==> src/rtl/cfgu_pkg.sv <==
package cfgu_pkg;
   localparam logic [7:0] KEY_B0      = 8'h87;
   localparam logic [7:0] KEY_B1      = 8'h01;
   localparam logic [7:0] KEY_B2      = 8'h55;
   localparam logic [7:0] KEY_LAST_P  = 8'h55;
   localparam logic [7:0] KEY_LAST_A  = 8'hAA;
   localparam int         KEY_LEN     = 4;

   localparam logic [7:0] REG_EXIT    = 8'h02;
   localparam logic [7:0] EXIT_VAL    = 8'h02;
   localparam logic [7:0] REG_DEVSEL  = 8'h07;
   localparam logic [7:0] REG_ID_HI   = 8'h20;
   localparam logic [7:0] REG_ID_LO   = 8'h21;
   localparam logic [7:0] REG_FB_HI   = 8'h64;
   localparam logic [7:0] REG_FB_LO   = 8'h65;
   localparam logic [7:0] LOCKED_RD   = 8'hFF;

   // expected key byte at a given matcher stage
   function automatic logic [7:0] key_byte(input logic [1:0] stage, input logic alt);
      case (stage)
         2'd0:    key_byte = KEY_B0;
         2'd1:    key_byte = KEY_B1;
         2'd2:    key_byte = KEY_B2;
         default: key_byte = alt ? KEY_LAST_A : KEY_LAST_P;
      endcase
   endfunction
endpackage

==> src/rtl/cfgu_key_match.sv <==
module cfgu_key_match
   import cfgu_pkg::*;
#(
   parameter int DATA_W = 8
) (
   input  logic              clk,
   input  logic              rst_n,
   input  logic              alt_i,
   input  logic              step_i,
   input  logic [DATA_W-1:0] byte_i,
   output logic              unlock_o
);
   localparam int ST_W = $clog2(KEY_LEN);
   localparam logic [ST_W-1:0] ST_LAST = ST_W'(KEY_LEN - 1);

   logic [ST_W-1:0]    stage_q;
   logic [KEY_LEN-1:0] hit;

   for (genvar g = 0; g < KEY_LEN; g++) begin : g_cmp
      assign hit[g] = (byte_i == key_byte(2'(g), alt_i));
   end

   assign unlock_o = step_i && hit[stage_q] && (stage_q == ST_LAST);

   always_ff @(posedge clk or negedge rst_n) begin
      if (!rst_n) begin
         stage_q <= '0;
      end else if (step_i) begin
         if (hit[stage_q])
            stage_q <= (stage_q == ST_LAST) ? '0 : stage_q + 1'b1;
         else if (byte_i == KEY_B0)
            stage_q <= ST_W'(1);   // wrong byte that is itself a key start
         else
            stage_q <= '0;
      end
   end
endmodule

==> src/rtl/cfgu_regs.sv <==
module cfgu_regs
   import cfgu_pkg::*;
#(
   parameter int                DATA_W    = 8,
   parameter logic [2*DATA_W-1:0] CHIP_ID = 16'h8716,
   parameter logic [DATA_W-1:0] FLASH_LDN = 8'h07,
   parameter logic [2*DATA_W-1:0] FLASH_RST = 16'h0820
) (
   input  logic                  clk,
   input  logic                  rst_n,
   input  logic                  open_i,
   input  logic                  idx_wr_i,
   input  logic                  dat_wr_i,
   input  logic [DATA_W-1:0]     wdata_i,
   output logic [DATA_W-1:0]     index_o,
   output logic [DATA_W-1:0]     rd_val_o,
   output logic                  exit_o,
   output logic [2*DATA_W-1:0]   flash_base_o
);
   localparam int NLANE = 2;

   logic [DATA_W-1:0] index_q;
   logic [DATA_W-1:0] devsel_q;
   logic              dev_flash;
   logic              dat_we;

   assign dat_we    = open_i && dat_wr_i;
   assign dev_flash = (devsel_q == FLASH_LDN);
   assign exit_o    = dat_we && (index_q == REG_EXIT) && (wdata_i == EXIT_VAL);
   assign index_o   = index_q;

   always_ff @(posedge clk or negedge rst_n) begin
      if (!rst_n)               index_q <= '0;
      else if (!open_i)         index_q <= '0;
      else if (idx_wr_i)        index_q <= wdata_i;
   end

   always_ff @(posedge clk or negedge rst_n) begin
      if (!rst_n)                                   devsel_q <= '0;
      else if (dat_we && index_q == REG_DEVSEL)     devsel_q <= wdata_i;
   end

   // one byte lane per half of the flash base; lane 0 is the low byte
   for (genvar g = 0; g < NLANE; g++) begin : g_lane
      localparam logic [DATA_W-1:0] LANE_IDX = (g == 0) ? REG_FB_LO : REG_FB_HI;
      logic [DATA_W-1:0] lane_q;
      always_ff @(posedge clk or negedge rst_n) begin
         if (!rst_n)
            lane_q <= FLASH_RST[g*DATA_W +: DATA_W];
         else if (dat_we && dev_flash && index_q == LANE_IDX)
            lane_q <= wdata_i;
      end
      assign flash_base_o[g*DATA_W +: DATA_W] = lane_q;
   end

   always_comb begin
      rd_val_o = '0;
      case (index_q)
         REG_ID_HI:  rd_val_o = CHIP_ID[2*DATA_W-1:DATA_W];
         REG_ID_LO:  rd_val_o = CHIP_ID[DATA_W-1:0];
         REG_DEVSEL: rd_val_o = devsel_q;
         REG_FB_HI:  if (dev_flash) rd_val_o = flash_base_o[2*DATA_W-1:DATA_W];
         REG_FB_LO:  if (dev_flash) rd_val_o = flash_base_o[DATA_W-1:0];
         default:    rd_val_o = '0;
      endcase
   end
endmodule

==> src/rtl/cfg_unlock_gate.sv <==
module cfg_unlock_gate
   import cfgu_pkg::*;
#(
   parameter int                  ADDR_W    = 16,
   parameter int                  DATA_W    = 8,
   parameter logic [ADDR_W-1:0]   BASE_PRI  = 'h2E,
   parameter logic [ADDR_W-1:0]   BASE_ALT  = 'h4E,
   parameter logic [2*DATA_W-1:0] CHIP_ID   = 16'h8716,
   parameter logic [DATA_W-1:0]   FLASH_LDN = 8'h07,
   parameter logic [2*DATA_W-1:0] FLASH_RST = 16'h0820
) (
   input  logic                clk,
   input  logic                rst_n,
   input  logic                strap_alt,
   input  logic                io_wr,
   input  logic                io_rd,
   input  logic [ADDR_W-1:0]   io_addr,
   input  logic [DATA_W-1:0]   io_wdata,
   output logic [DATA_W-1:0]   io_rdata,
   output logic                cfg_open,
   output logic [2*DATA_W-1:0] flash_base
);
   localparam logic [ADDR_W-1:0] ONE = {{(ADDR_W-1){1'b0}}, 1'b1};

   initial begin
      assert (DATA_W == 8) else $error("DATA_W must be 8");
      assert (ADDR_W >= 8) else $error("ADDR_W too small");
      assert (BASE_PRI != BASE_ALT) else $error("base choices must differ");
   end

   logic [ADDR_W-1:0] idx_addr, dat_addr;
   logic              idx_hit, dat_hit;
   logic              open_q, unlock, exit_req;
   logic [DATA_W-1:0] index_cur, rd_val;

   assign idx_addr = strap_alt ? BASE_ALT : BASE_PRI;
   assign dat_addr = idx_addr + ONE;
   assign idx_hit  = (io_addr == idx_addr);
   assign dat_hit  = (io_addr == dat_addr);

   cfgu_key_match #(.DATA_W(DATA_W)) u_match (
      .clk      (clk),
      .rst_n    (rst_n),
      .alt_i    (strap_alt),
      .step_i   (io_wr && idx_hit && !open_q),
      .byte_i   (io_wdata),
      .unlock_o (unlock)
   );

   cfgu_regs #(
      .DATA_W(DATA_W), .CHIP_ID(CHIP_ID), .FLASH_LDN(FLASH_LDN), .FLASH_RST(FLASH_RST)
   ) u_regs (
      .clk          (clk),
      .rst_n        (rst_n),
      .open_i       (open_q),
      .idx_wr_i     (io_wr && idx_hit),
      .dat_wr_i     (io_wr && dat_hit),
      .wdata_i      (io_wdata),
      .index_o      (index_cur),
      .rd_val_o     (rd_val),
      .exit_o       (exit_req),
      .flash_base_o (flash_base)
   );

   always_ff @(posedge clk or negedge rst_n) begin
      if (!rst_n)        open_q <= 1'b0;
      else if (unlock)   open_q <= 1'b1;
      else if (exit_req) open_q <= 1'b0;
   end

   assign cfg_open = open_q;

   always_comb begin
      io_rdata = '0;
      if (io_rd && idx_hit)      io_rdata = open_q ? index_cur : LOCKED_RD;
      else if (io_rd && dat_hit) io_rdata = open_q ? rd_val : LOCKED_RD;
   end
endmodule

==> config.mk <==
export PLATFORM = sky130hd
export DESIGN_NAME = cfg_unlock_gate
export DESIGN_NICKNAME = d
export VERILOG_FILES = /design/src/rtl/cfgu_pkg.sv /design/src/rtl/cfgu_key_match.sv /design/src/rtl/cfgu_regs.sv /design/src/rtl/cfg_unlock_gate.sv
export SDC_FILE = /design/constraint.sdc
export NUM_CORES = 1
export LEC_CHECK = 0
export BUFFER_PORTS_ARGS = -buffer_cell sky130_fd_sc_hd__buf_2
export CAP_MARGIN = 10
export CORE_MARGIN = 2
export CORE_UTILIZATION = 40
export CTS_CLUSTER_SIZE = 16
export DETAILED_ROUTE_END_ITERATION = 8
export PLACE_DENSITY = 0.66
export SETUP_SLACK_MARGIN = 0.15
export SYNTH_ARGS = -nofsm -noshare
export SYNTH_HDL_FRONTEND = slang
export SYNTH_SLANG_ARGS = --single-unit
==> constraint.sdc <==
create_clock -name clk -period 3.3 [get_ports clk]
set_clock_uncertainty 0.2 [all_clocks]
set_input_delay 0.165 -clock clk [delete_from_list [all_inputs] [get_ports clk]]
set_output_delay 0.165 -clock clk [all_outputs]
set_load 0.005 [all_outputs]
==> qor.csv, run 1 <==
metric;value;unit
synthesized flop and latch total;35;
clock tree buffer depth;2;
capture point of the worst path;io_rdata[4];
post-synth net total;210;
final WL;5.09;mm
layout cells sized above 1;37.7;%
clock sinks;35;
Max Slew Vio Count;0;
setup TNS;0;ps
Worst Path Arrival;2490;ps
min-delay worst type;input pin to flop;
CTS Buf Count;5;
Max Cap Viol;0;
Slew @ Worst Pin;769;ps
startpoint types;flop;
clock root cell;clkbuf_8;
placed cell count;295;
Crit Path Class;flop to primary output;
outcome;completed;
# port buffers;53;
Final Hold Fails;0;
period utilization;86.6;%
Crit Reg-Reg Startpoint;u_regs.devsel_q[3];
WP data required;2930;ps
initial drt markers;163;
Final Power;785;uW
worst-skew pair later-pin latency;290;ps
buffer and inverter count on the worst path;1;
post-layout minimum cycle time;2860;ps
library cells used by synthesis;48;
combined area of the multi-input logic cells;0.00113;sq mm
vias in the first global route;1570;
Setup crit start;u_regs.devsel_q[3];
WL per Instance;16.6;um
core region area;0.00501;sq mm
FILL cells;497;
Row Count;26;
Final GP Congestion;0.913;
Ant. Diodes;0;
DRC;0;
Reg2Reg Setup Slack;810;ps
Worst R2R Path Depth;4;
Detailed Place HPWL;3.77;mm
crit-path cells;or4b_4, nor4_4, nand2_1, a31o_1, a211oi_1, buf_2;
Crit path max-delay family;simple AND/OR/NAND/NOR gates;
Syn Area/Cell;11.4;sq um
die height;75.6;um
setup repair bufs after CTS;0;
Max VDD drop;0.000248;V
critical path endpoint category;primary output;
die footprint;0.00571;sq mm
DR pass1 iterations;4;
largest stage delay on the critical path;570;ps
Leak;1.25;nW
slew margin rel.;48.7;%
terminus of the critical flop-to-flop path;u_regs.g_lane[0].lane_q[1];
io pins;54;
Die W;75.6;um
Setup Viol. Count Final;0;
Mapped Area;0.00205;sq mm
RSZ-0062 raised after global routing;false;
Post-Synthesis Cells;180;
Initial Util;40.9;%
H-tree depth;2;
Critical Path Stages;6;
Max Fclk;350;MHz
sequential area share after synthesis;42.9;%
initial antenna violation count;0;
Ys Warns;0;
Power Dens Cells;315;mW/mm^2
first-pass GRT wire length;8.11;mm
CTS tree;done;
Final ANT Viol Nets;0;
gr ovfl total;0;
vias per std cell;5.40;
via count;1651;
register area;878;sq um
Final nets;265;
Total GRT Usage;19.4;%
pin count of the biggest net entering global routing;36;
CP Max Fanout;9;
Worst-path clk slew;70;ps
P&R area growth vs syn;21.7;%
Non-Filler Instances;306;
slowest stage cell, crit path;or4b_4;
## through the flow
step | area [sq um] | util (%) | setup WS [ps] | hold WS, ps
after global routing | 2490 | 49.8 | 317 | 38.9
after floorplan | 2050 | - | 1030 | -331
after CTS | 2490 | 49.8 | 434 | 18.2
after detailed placement | 2370 | 47.4 | 771 | 103
final | 2490 | 49.8 | 441 | 19.1
after global placement | 2370 | 47.4 | 794 | 98.4
## cells in the final DEF, fill, tap and decap left out, types with 3 or more instances in the layout
master         count
nor3_1            11
buf_2             53
mux2_4             8
mux2_1            16
nor4_1             3
dlygate4sd3_1      3
clkbuf_8           5
nand3_1            4
dfrtp_1           33
mux2_2             7
mux2i_1            8
nand2_1            7
a221oi_1           7
a21oi_1            6
nor2_1            17
## report_power, final
part | internal [mW] | switching (mW) | total (mW)
logic | 0.0192 | 0.0301 | 0.0493
registers | 0.429 | 0.0000136 | 0.429
clock network | 0.147 | 0.160 | 0.306
total | 0.595 | 0.190 | 0.785
## layer usage
metal,GRT usage (%),vias to the layer above,part of all wire (%)
met4,7.02,0,1.6
met2,28.2,56,47
met3,5.03,10,5.5
li1,-,798,-
met5,0,-,0
met1,28.0,787,46
## what timing repair did
action                    in CTS  in global routing
hold buffers                   3                  0
hold endpoints to repair      37                  0
gates resized for setup        0                  0
## worst min-delay path by stage
stage	start	end	slack [ps]	depth (start not counted)
global placement	rst_n	u_regs.index_o[6]	100	1
floorplan	rst_n	cfg_open	-330	0
finish	io_wdata[6]	u_regs.g_lane[0].lane_q[6]	20	2
global route	io_wdata[6]	u_regs.g_lane[1].lane_q[6]	40	2
CTS	io_wdata[6]	u_regs.g_lane[0].lane_q[6]	20	2
detailed placement	rst_n	u_regs.index_o[6]	100	1
## layout make-up
class,count,share of cell area (%)
Multi-Input combinational cell,135,45.4
Clock inverter,3,0.803
Clock buffer,5,2.76
Tap cell,70,3.51
Sequential cell,35,35.2
Inverter,1,0.151
Timing Repair Buffer,57,12.1
## cell families (layout without fill, tap and decap cells)
logic type	Yosys count	after routing	share of synthesized area [%]
AO/OA/AOI/OAI	22	22	7.76
adder cells (fa/ha/maj)	1	1	0.611
buffers and inverters	10	66	2.14
flip-flops	35	35	42.9
multiplexers	39	39	22.4
AND/OR/NAND/NOR	73	73	24.2
## cells in the mapped netlist, drive strengths merged
library cell / count / area share [%]
o21bai: 1 / 0.37
nor4: 7 / 3.9
nand4: 2 / 0.61
a31oi: 2 / 0.61
a21oi: 6 / 1.5
nand4b: 1 / 0.43
nor3b: 2 / 0.73
ha: 1 / 0.61
inv: 1 / 0.18
a211oi: 2 / 0.73
nor2b: 1 / 0.31
nand3: 4 / 0.98
and2: 1 / 0.31
and4b: 1 / 0.49
and3: 2 / 0.61
mux2: 31 / 19
dfrtp: 33 / 40
and4: 1 / 0.43
dfstp: 2 / 2.6
clkbuf: 5 / 0.92
or3: 1 / 0.31
or3b: 1 / 0.55
nand3b: 2 / 0.92
or4: 2 / 0.92
mux2i: 8 / 3.9
nand2: 8 / 2.3
a21boi: 1 / 0.37
nor3: 11 / 2.7
or4b: 3 / 1.6
a31o: 2 / 0.86
nand4bb: 1 / 0.55
nor4b: 2 / 0.86
buf: 4 / 1.0
a221oi: 7 / 3.0
nand2b: 2 / 0.61
nor2: 18 / 4.1
o211ai: 1 / 0.37
## registers in the layout, summed over array words and instances (netlist names)
signal	count
u_regs.g_lane.lane_q	16
u_regs.devsel_q	8
u_regs.index_o	8
u_match.stage_q	2
cfg_open	1
Power figures use the tool's default switching activity.
==> run 2, diff against run 1 <==
BUFFER_PORTS_ARGS = -buffer_cell sky130_fd_sc_hd__buf_4   (was -buffer_cell sky130_fd_sc_hd__buf_2)
CTS_CLUSTER_SIZE = 30   (was 16)
clock period = 3.55 ns   (was 3.3 ns; I/O delays follow)
==> run 2 against run 1 <==
The flow now finishes with violations (hold timing). Combinational power grew 21%. Routed wire length grew 3.2%. Sequential share of layout area shrank 2.5 points. Global-route usage grew 0.34 points. Utilization grew 3.8 points. Setup slack gained 170 ps. Clock-buffer cell count grew 2. Final area grew 7.6%. Die area is the same. Sequential power shrank 7.0%.
==> qor.csv, run 2 (synthesized netlist as in run 1, its figures left out) <==
metric;value;unit;change
worst-skew pair later-pin latency;290;ps;about the same
die footprint;0.00571;sq mm;unchanged
outcome;complete, but fails checks;;
Initial Util;40.9;%;unchanged
Die W;75.6;um;unchanged
layout cells sized above 1;36.5;%;-1.2 points
Slew @ Worst Pin;579;ps;-190 ps
slew margin rel.;61.4;%;+13 points
vias in the first global route;1629;;+3.8%
met1 Resource Use GR;28.5;%;+0.47 points
Setup Viol. Count Final;0;;unchanged
CP Max Fanout;4;;-5
setup TNS;0;ps;unchanged
final worst setup slack;608;ps;+167 ps
Final nets;270;;+1.9%
Top Usage Layer GRT;met1;;
core region area;0.00501;sq mm;unchanged
Max Cap Viol;0;;unchanged
met3 usage in global routing;5.82;%;+0.79 points
critical path endpoint category;primary output;;
Ant. Diodes;0;;unchanged
WL per Instance;16.9;um;+1.6%
placed inst area;0.00251;sq mm;+5.6%
final WL;5.26;mm;+3.2%
gr ovfl total;0;;unchanged
Total GRT Usage;19.8;%;+0.34 points
CTS tree;done;;
Worst Path Arrival;2560;ps;+70 ps
Leak;1.30;nW;+4.0%
Worst-path clk slew;70;ps;about the same
Gates resized, CTS repair;0;;unchanged
RSZ-0062 raised after global routing;false;;
Max VDD drop;0.000180;V;-27%
DRC;0;;unchanged
io pins;54;;unchanged
Crit Path Class;flop to primary output;;
initial antenna violation count;0;;unchanged
clock sinks;35;;unchanged
global-route met2 utilization;27.9;%;-0.29 points
Power Dens Cells;285;mW/mm^2;-9.5%
Final Hold Fails;1;;+1
setup repair bufs after CTS;0;;unchanged
worst hold margin;-1.52;ps;-20.6 ps
placed cell count;295;;unchanged
fin area;0.00268;sq mm;+7.6%
DR pass1 iterations;5;;+1
die height;75.6;um;unchanged
clock tree buffer depth;2;;unchanged
post-layout minimum cycle time;2940;ps;
most frequent cells in the layout;buf_4, dfrtp_1, nor2_1, mux2_1, nor3_1;;
Detailed Place HPWL;3.80;mm;+0.71%
via count;1740;;+5.4%
Non-Filler Instances;311;;+1.6%
number of flip-flops in the largest register;16;;unchanged
vias per std cell;5.59;;+3.7%
initial drt markers;186;;+14%
Max Fclk;340;MHz;
dpl ws;1010;ps;+235 ps
CTS Buf Count;5;;unchanged
Max Slew Vio Count;0;;unchanged
Final GP Congestion;0.877;;-4.0%
most flop-heavy register;u_regs.g_lane.lane_q;;
min-delay worst type;input pin to flop;;
startpoint types;flop;;
Final ANT Viol Nets;0;;unchanged
violated checks;hold timing;;
H-tree depth;2;;unchanged
Row Count;26;;unchanged
period utilization;82.9;%;
clock root cell;clkbuf_8;;
WP data required;3170;ps;+240 ps
most common cell after layout, fill and taps aside;buf_4;;
P&R area growth vs syn;31.0;%;
pin count of the biggest net entering global routing;36;;unchanged
# port buffers;53;;unchanged
first-pass GRT wire length;8.33;mm;+2.6%
## run 2: changes by cell type in the layout (fill, tap and decap cells not counted)
| cell | before | now |
|---|---|---|
| dlygate4sd3_1 | 3 | 8 |
| clkbuf_1 | 0 | 1 |
| clkinv_4 | 0 | 1 |
| buf_4 | 1 | 54 |
| clkinv_2 | 1 | 0 |
| buf_2 | 53 | 0 |
| clkinvlp_4 | 2 | 0 |
| clkbuf_8 | 5 | 6 |
## run 2: per-layer routing
layer	part of all wire, %	wire (um)
met1	46	2400
met2	47	2470
met3	5.7	301
met4	1.7	90
met5	0	0
## run 2: worst max-delay path, cell delays in order (launching register included)
cell and delay, ps:
dfrtp_1 400, or4_4 540, or4b_1 580, o21bai_1 220, a221oi_1 80, nor3_1 280, buf_4 170
## run 2: where the power goes
part	switching, mW	internal [mW]
Sequential	0.0000133	0.399
Combinational	0.0293	0.0303
Clock	0.147	0.159
Total	0.176	0.588
## run 2: repair_timing
item / 4_1_cts / 5_1_grt
endpoints found under the setup margin: 0 / 0
endpoints found under the hold margin: 52 / 0
hold buffers: 8 / 0
## run 2: final cells by class
class,instances,area [sq um]
clock buffers,7,86.3
clock inverters,1,8.76
fillers,482,2330
inverters,1,3.75
multi-input cells,135,1130
flip-flops and latches,35,878
well taps,70,87.6
repair buffers,62,485
## run 2: per-stage QoR
step	utilization (%)	total power [mW]
2_1_floorplan	-	0.418
3_3_place_gp	50.1	0.459
3_5_place_dp	50.1	0.460
4_1_cts	53.5	0.772
5_1_grt	53.5	0.786
6_report	53.5	0.764
## run 2: worst paths after layout
path / depth (start not counted) / endpoint / slack, ps / from
min in group asynchronous: 2 / cfg_open / 170 / rst_n
max: 6 / io_rdata[0] / 610 / u_regs.index_o[3]
min reg2reg: 1 / u_regs.g_lane[0].lane_q[2] / 320 / u_regs.g_lane[0].lane_q[2]
max in group asynchronous: 2 / u_regs.g_lane[1].lane_q[3] / 2630 / rst_n
min: 2 / u_regs.g_lane[1].lane_q[2] / -2 / io_wdata[2]
max reg2reg: 4 / u_regs.g_lane[0].lane_q[3] / 990 / u_regs.devsel_q[3]
